[config.mk]
export PLATFORM = sky130hd
export DESIGN_NAME = dual_dac_front
export DESIGN_NICKNAME = d
export VERILOG_FILES = /design/src/rtl/dacif_pkg.sv /design/src/rtl/strobe_rise.sv /design/src/rtl/chan_latch.sv /design/src/rtl/iq_phase.sv /design/src/rtl/dual_dac_front.sv
export SDC_FILE = /design/constraint.sdc
export NUM_CORES = 1
export LEC_CHECK = 0
export ABC_AREA = 1
export BUFFER_PORTS_ARGS = -buffer_cell sky130_fd_sc_hd__buf_2
export CAP_MARGIN = 20
export CORE_MARGIN = 2
export CORE_UTILIZATION = 40
export DETAILED_ROUTE_END_ITERATION = 16
export GPL_ROUTABILITY_DRIVEN = 0
export HOLD_SLACK_MARGIN = 0.02
export PLACE_DENSITY_LB_ADDON = 0.08
export SKIP_LAST_GASP = 1
export SYNTH_ARGS = -nofsm -noshare
export SYNTH_HDL_FRONTEND = slang
export SYNTH_SLANG_ARGS = --single-unit
[constraint.sdc]
create_clock -name clk -period 1.06 [get_ports clk]
set_input_delay 0.159 -clock clk [delete_from_list [all_inputs] [get_ports clk]]
set_output_delay 0.159 -clock clk [all_outputs]
set_load 0.02 [all_outputs]
[src/rtl/dacif_pkg.sv]
package dacif_pkg;
  typedef enum logic {
    MODE_IQ   = 1'b0,
    MODE_DUAL = 1'b1
  } port_mode_e;

  localparam int unsigned N_STROBES = 4;
  localparam int unsigned S_WR1  = 0;
  localparam int unsigned S_UPD1 = 1;
  localparam int unsigned S_WR2  = 2;
  localparam int unsigned S_UPD2 = 3;
endpackage

[src/rtl/strobe_rise.sv]
module strobe_rise (
  input  logic clk,
  input  logic rst_n,
  input  logic lvl,
  output logic rise
);
  logic prev_q;
  logic prev_d;

  always_comb begin
    prev_d = lvl;
  end

  always_ff @(posedge clk or negedge rst_n) begin
    if (!rst_n) prev_q <= 1'b0;
    else        prev_q <= prev_d;
  end

  assign rise = lvl & ~prev_q;

  // a level held high yields no second edge
  assert_single_edge_R11: assert property (@(posedge clk) disable iff (!rst_n)
    rise |=> !rise);
endmodule

[src/rtl/chan_latch.sv]
module chan_latch #(
  parameter int unsigned WIDTH = 10
) (
  input  logic             clk,
  input  logic             rst_n,
  input  logic             wr_en,
  input  logic [WIDTH-1:0] wr_data,
  input  logic             upd_en,
  output logic [WIDTH-1:0] dac_q,
  output logic             upd_q
);
  logic [WIDTH-1:0] hold_q, hold_d;
  logic [WIDTH-1:0] dac_d;
  logic             upd_d;

  always_comb begin
    hold_d = hold_q;
    if (wr_en) hold_d = wr_data;
    dac_d = dac_q;
    if (upd_en) dac_d = hold_q;
    upd_d = upd_en;
  end

  always_ff @(posedge clk or negedge rst_n) begin
    if (!rst_n) begin
      hold_q <= '0;
      dac_q  <= '0;
      upd_q  <= 1'b0;
    end else begin
      if (wr_en)  hold_q <= hold_d;
      if (upd_en) dac_q  <= dac_d;
      upd_q <= upd_d;
    end
  end

  assert_hold_without_update_R9: assert property (@(posedge clk) disable iff (!rst_n)
    !upd_en |=> $stable(dac_q));
  assert_update_copies_hold_R3: assert property (@(posedge clk) disable iff (!rst_n)
    upd_en |=> (dac_q == $past(hold_q)) && upd_q);
endmodule

[src/rtl/iq_phase.sv]
module iq_phase (
  input  logic clk,
  input  logic rst_n,
  input  logic iq_mode,
  input  logic tick,
  input  logic clr,
  output logic load
);
  logic phase_q, phase_d;

  always_comb begin
    phase_d = phase_q;
    if (!iq_mode || clr) phase_d = 1'b0;
    else if (tick)       phase_d = ~phase_q;
  end

  always_ff @(posedge clk or negedge rst_n) begin
    if (!rst_n) phase_q <= 1'b0;
    else        phase_q <= phase_d;
  end

  assign load = iq_mode & ~clr & tick & phase_q;

  assert_half_rate_R6: assert property (@(posedge clk) disable iff (!rst_n)
    load |=> !load);
  assert_reset_aligns_R7: assert property (@(posedge clk) disable iff (!rst_n)
    (iq_mode && clr) |=> !phase_q);
endmodule

[src/rtl/dual_dac_front.sv]
module dual_dac_front #(
  parameter int unsigned WIDTH = 10
) (
  input  logic             clk,
  input  logic             rst_n,
  input  logic             mode_dual,
  input  logic [WIDTH-1:0] port1_data,
  input  logic [WIDTH-1:0] port2_data,
  input  logic             wr1_iqwr,
  input  logic             upd1_iqclk,
  input  logic             wr2_iqsel,
  input  logic             upd2_iqrst,
  output logic [WIDTH-1:0] dac1_code,
  output logic [WIDTH-1:0] dac2_code,
  output logic             dac1_upd,
  output logic             dac2_upd
);
  import dacif_pkg::*;

  port_mode_e                 mode;
  logic [N_STROBES-1:0]       strobe_lvl;
  logic [N_STROBES-1:0]       strobe_rise_w;
  logic                       iq_load;
  logic                       wr_en1, wr_en2, upd_en1, upd_en2;
  logic [WIDTH-1:0]           data2_sel;

  assign mode = port_mode_e'(mode_dual);

  assign strobe_lvl[S_WR1]  = wr1_iqwr;
  assign strobe_lvl[S_UPD1] = upd1_iqclk;
  assign strobe_lvl[S_WR2]  = wr2_iqsel;
  assign strobe_lvl[S_UPD2] = upd2_iqrst;

  for (genvar g = 0; g < N_STROBES; g++) begin : g_edge
    strobe_rise u_rise (
      .clk   (clk),
      .rst_n (rst_n),
      .lvl   (strobe_lvl[g]),
      .rise  (strobe_rise_w[g])
    );
  end

  iq_phase u_phase (
    .clk     (clk),
    .rst_n   (rst_n),
    .iq_mode (mode == MODE_IQ),
    .tick    (strobe_rise_w[S_UPD1]),
    .clr     (upd2_iqrst),
    .load    (iq_load)
  );

  always_comb begin
    if (mode == MODE_DUAL) begin
      wr_en1    = strobe_rise_w[S_WR1];
      wr_en2    = strobe_rise_w[S_WR2];
      data2_sel = port2_data;
      upd_en1   = strobe_rise_w[S_UPD1];
      upd_en2   = strobe_rise_w[S_UPD2];
    end else begin
      wr_en1    = strobe_rise_w[S_WR1] &  wr2_iqsel;
      wr_en2    = strobe_rise_w[S_WR1] & ~wr2_iqsel;
      data2_sel = port1_data;
      upd_en1   = iq_load;
      upd_en2   = iq_load;
    end
  end

  chan_latch #(.WIDTH(WIDTH)) u_ch1 (
    .clk     (clk),
    .rst_n   (rst_n),
    .wr_en   (wr_en1),
    .wr_data (port1_data),
    .upd_en  (upd_en1),
    .dac_q   (dac1_code),
    .upd_q   (dac1_upd)
  );

  chan_latch #(.WIDTH(WIDTH)) u_ch2 (
    .clk     (clk),
    .rst_n   (rst_n),
    .wr_en   (wr_en2),
    .wr_data (data2_sel),
    .upd_en  (upd_en2),
    .dac_q   (dac2_code),
    .upd_q   (dac2_upd)
  );

  assert_iq_updates_paired_R6: assert property (@(posedge clk) disable iff (!rst_n)
    (mode == MODE_IQ && $past(mode == MODE_IQ)) |-> (dac1_upd == dac2_upd));
  assert_iq_no_direct_update_R4: assert property (@(posedge clk) disable iff (!rst_n)
    (mode == MODE_IQ && strobe_rise_w[S_UPD2]) |=> !dac2_upd || dac1_upd);
endmodule

-- Word level (Yosys, flattened, before mapping)
Cells that the tools add are included.
- add/subtract/negate cells: 0
- $mul: 0
- div/mod/pow operators: 0
- $lt $le $gt $ge: 0
- equal/unequal tests: 0
- shift operators: 0
- mux-type cells: 7
- bitwise logic cells: 17
- reductions and logical operators: 2
- operator list (kind ; number):
    $mux W10 ; 1
    $and A1 B1 Y1 ; 9
    $not A1 Y1 ; 8
    $mux W1 ; 6
    $reduce_bool A2 Y1 ; 1
    $logic_or A1 B1 Y1 ; 1
- bits in registers: 47
- bits in latches: 0
- bits in writable memories: 0
- memory bits (read-only): 0
- input port bits: 27
- output and inout port bits: 22
- word-level logic and storage cells: 37
- memories kept: 0

-- Longest topological paths before layout
- depth in word-level cells: 5
- gate-level depth with buffers: 7
- mapped depth without buffers: 6

-- Modules after synthesis
From an unflattened synthesis, not the netlist that was laid out.
- cell total of the unflattened synthesis: 236
- area, all modules: 1939.4 sq um
- by module, submodules not included (module ; instances ; cells each ; area an instance (sq um) ; seq. area each (sq um)):
    chan_latch ; 2 ; 85 ; 780.7 ; 525.5
    dual_dac_front ; 1 ; 44 ; 176.4 ; 0.0
    strobe_rise ; 4 ; 3 ; 35.0 ; 25.0
    iq_phase ; 1 ; 10 ; 61.3 ; 25.0

-- Worst setup path after synthesis
Ideal clock, no wire load.
- path type: reg-to-reg
- from: register g_edge[1].u_rise.prev_q
- to: register u_ch2.dac_q[0]
- library setup time: 0.117 ns
- arrival time: 0.870 ns
- required time: 0.943 ns
- path slack: 0.074 ns
- stages on the path, launching flop included: 6
- path buffers: 1
- clock period less this slack: 0.986 ns
- cells stage by stage: dfrtp_1 -> nor2_1 -> nand3_1 -> buf_4 -> nand3_1 -> nand2_1
- longest elaborated chain between the ends: 5
- ends and longest elaborated chain (item ; line ; text):
    start: declaration ; strobe_rise.sv:7 ; logic prev_q;
    start signal: assignment ; strobe_rise.sv:16 ; else prev_q <= prev_d;
    $not A1 Y1 ; strobe_rise.sv:19 ; assign rise = lvl & ~prev_q;
    $and A1 B1 Y1 ; strobe_rise.sv:19 ;
    $and A1 B1 Y1 (2 in a row) ; iq_phase.sv:22 ; assign load = iq_mode & ~clr & tick & phase_q;
    $mux W1 ; dual_dac_front.sv:53 ; if (mode == MODE_DUAL) begin
    end signal: assignment ; chan_latch.sv:27 ; dac_q <= '0;
    end signal: assignment ; chan_latch.sv:31 ; if (upd_en) dac_q <= dac_d;
    end: declaration ; chan_latch.sv:9 ; output logic [WIDTH-1:0] dac_q,
Every way passes these cells.
A chain may end at the register's enable or synchronous reset.

-- Worst setup path in the final report
- from: register g_edge[0].u_rise.prev_q
- to: register u_ch2.hold_q[5]
- longest elaborated chain between the ends: 4
- ends and longest elaborated chain (item ; line ; text):
    start: declaration ; strobe_rise.sv:7 ;
    start signal: assignment ; strobe_rise.sv:16 ;
    $not A1 Y1 ; strobe_rise.sv:19 ;
    $and A1 B1 Y1 ; strobe_rise.sv:19 ;
    $and A1 B1 Y1 ; dual_dac_front.sv:61 ; wr_en2 = strobe_rise_w[S_WR1] & ~wr2_iqsel;
    $mux W1 ; dual_dac_front.sv:53 ;
    end signal: assignment ; chan_latch.sv:30 ; if (wr_en) hold_q <= hold_d;
    end: declaration ; chan_latch.sv:12 ; logic [WIDTH-1:0] hold_q, hold_d;
Every way passes these cells.

==> metrics <==
Worst Setup End Kind flip-flop; TritonCTS Buffers 5; Yosys top cell by area dfrtp_1; footprint of the multi-input gates 724 sq um; vias 1601; slowest CP cell dfrtp_1; DIE AREA 5380 sq um; IO Port Bufs 48; Seq/Total Area, Yosys 0.612; Peak VDD IR 0.744 mV; Post-DRT Antenna Nets 0; clock power share 0.240; WL/cell 12.6 um; part of the cycle the worst path needs 0.978; Final setup viols 0; maximum clock rate 965 MHz; hold depth 3; Cell Rows 25; clock net sink count 47; number of synthesized flops with an enable pin 0; DRC 0; PwrDens 1640 nW/um^2; crit start category flip-flop; total track usage 0.171; grt ovf 0; Reg power frac 0.533; Routed WL 4.26 mm; Layout Skew 0.00767 ns; Layout area overhead 34.2%; antenna cells 0; WP data required 1.25 ns; vias in the first global route 1618; Yosys top cell area share 0.612; syn nets 249; R2R depth 5; hold crit path type input port to flip-flop; Initial Util 0.410; Die H 73.3 um; Warnings, synthesis 0; logic gate share of total power 0.227; clock root cell clkbuf_8; Cell Area, Synth 1920 sq um; top cells by count, synth nand2_1 (85), dfrtp_1 (47), nand3_1 (32); Nets 311; Fillers 465; layout cells sized above 1 0.312; Critical Path Max Stage Delay 0.41 ns; status completed; max_slew headroom 0.832; Post-Synthesis Cells 222; critical path depth 5; CP delay by family, top flip-flops; P_leak 1.43 nW; ys flop type dfrtp_1; Worst Path Max Fanout 5; Sw Share 0.306; post-route setup slack 0.0236 ns; Die Wd 73.3 um; Worst-Skew Late Latency 0.29 ns; WS Path Type flip-flop to flip-flop; area of the core 4690 sq um; clock buffer depth 2; initial DRC count 58; Tightest Pin Transition 0.252 ns; NetSw 1.30 mW; RSZ-0062 raised after global routing yes; Ports 49; Seq cells post-synth 47; DR pass1 iterations 4; cell chain of the critical path nor2_4, nand3_4, buf_6, nand3_1, nand2_1; TritonCTS clock tree done; DP HPWL 2.91 mm; max cap viols 0; via density per instance 4.72; Final Hold Slack 0.132 ns; top cells by area, synth dfrtp_1 (61%), nand2_1 (17%), nand3_1 (8.3%), o21ai_0 (5.5%), inv_1 (3.1%); first-pass GRT wire length 7.04 mm; sum of buffers and inverters on the critical path 1; Pins Over Slew Limit 0; Worst-path clk slew 0.08 ns; Syn Area/Cell 8.66 sq um; internal power 2.94 mW; fin crit period 1.04 ns; Post-Place Setup Slack -0.121 ns; final hold vios 0; most common cell in the netlist nand2_1; Unique masters post-synth 13; pin count of the biggest net entering global routing 48; CTS HTree Levels 2; Reg area 1180 sq um; Crit path arrival time 1.23 ns; Post-synth ARST share 1.00; initial antenna violation count 0
-- power groups by stage --
stage | Clock, mW | Combinational (mW) | Sequential, mW
floorplan | 0 | 0.334 | 2.47
global placement | 0 | 0.904 | 2.28
detailed placement | 0 | 0.914 | 2.28
CTS | 1.07 | 0.949 | 2.25
global route | 1.14 | 1.09 | 2.30
finish | 1.02 | 0.964 | 2.26
-- worst paths after layout --
path | to | start | slack (ns)
min in group asynchronous | u_ch1.upd_q | rst_n | 0.37
worst max-delay path | u_ch2.hold_q[5] | g_edge[0].u_rise.prev_q | 0.02
worst max register to register | u_ch2.hold_q[5] | g_edge[0].u_rise.prev_q | 0.02
worst min register to register | u_ch1.dac_q[7] | u_ch1.dac_q[7] | 0.47
max in group asynchronous | u_ch1.dac_q[6] | rst_n | 0.47
worst min-delay path | u_ch1.hold_q[2] | port1_data[2] | 0.13
-- layer usage --
layer / global-route usage / wire length (um)
met5: 0 / 0
met4: 0.0545 / 59
met3: 0.0453 / 180
met2: 0.280 / 2040
met1: 0.222 / 1980
-- flip-flops by register name (all words and copies together) (netlist names) --
name                  cells
g_edge.u_rise.prev_q      4
u_ch2.hold_q             10
u_ch1.dac_q              10
u_ch2.upd_q               1
u_phase.phase_q           1
u_ch2.dac_q              10
u_ch1.hold_q             10
u_ch1.upd_q               1
-- cell usage in the layout, fill, tap and decap left out, drive strengths merged --
cell	n
inv	17
buf	62
nor2	4
nand3	32
dfrtp	47
nand2	85
o21ai	23
a21oi	1
dlygate4sd3	5
nand3b	1
clkinv	1
clkbuf	7
-- what timing repair did --
item,CTS,global route
cloned,0,1
endpoints found under the hold margin,51,0
resized for setup,14,19
pin swaps,2,5
buffers inserted,0,1
hold buffers,5,0
endpoints found under the setup margin,32,40
-- final cells by class --
class                      instances  area share
clock inverter                     1     0.00194
timing repair buffer              67       0.181
tap                               54      0.0262
sequential                        47       0.456
inverter                          17      0.0247
multi-input combinational        146       0.281
clock buffer                       7      0.0296
-- cell families (layout without fill, tap and decap cells) --
family,after synthesis,in the layout,synth area share
AND/OR/NAND/NOR,122,122,0.261
flip-flops,47,47,0.612
buffers and inverters,29,92,0.0651
AO/OA/AOI/OAI,24,24,0.0625
-- through the flow --
step	power, mW	cell area [sq um]	setup TNS [ns]	instances	util
2_1_floorplan	2.81	1920	0	222	-
3_3_place_gp	3.18	2310	-0.887	324	0.492
3_5_place_dp	3.20	2310	-1.47	324	0.492
4_1_cts	4.27	2490	-0.00140	337	0.530
5_1_grt	4.53	2580	-0.760	339	0.550
6_report	4.24	2580	0	339	0.550
-- tightest hold or removal path, stage by stage --
cell and delay, ns:
buf_2 0.09, inv_1 0.07, o21ai_1 0.07
Note: power is estimated with default switching activity, not from simulation.
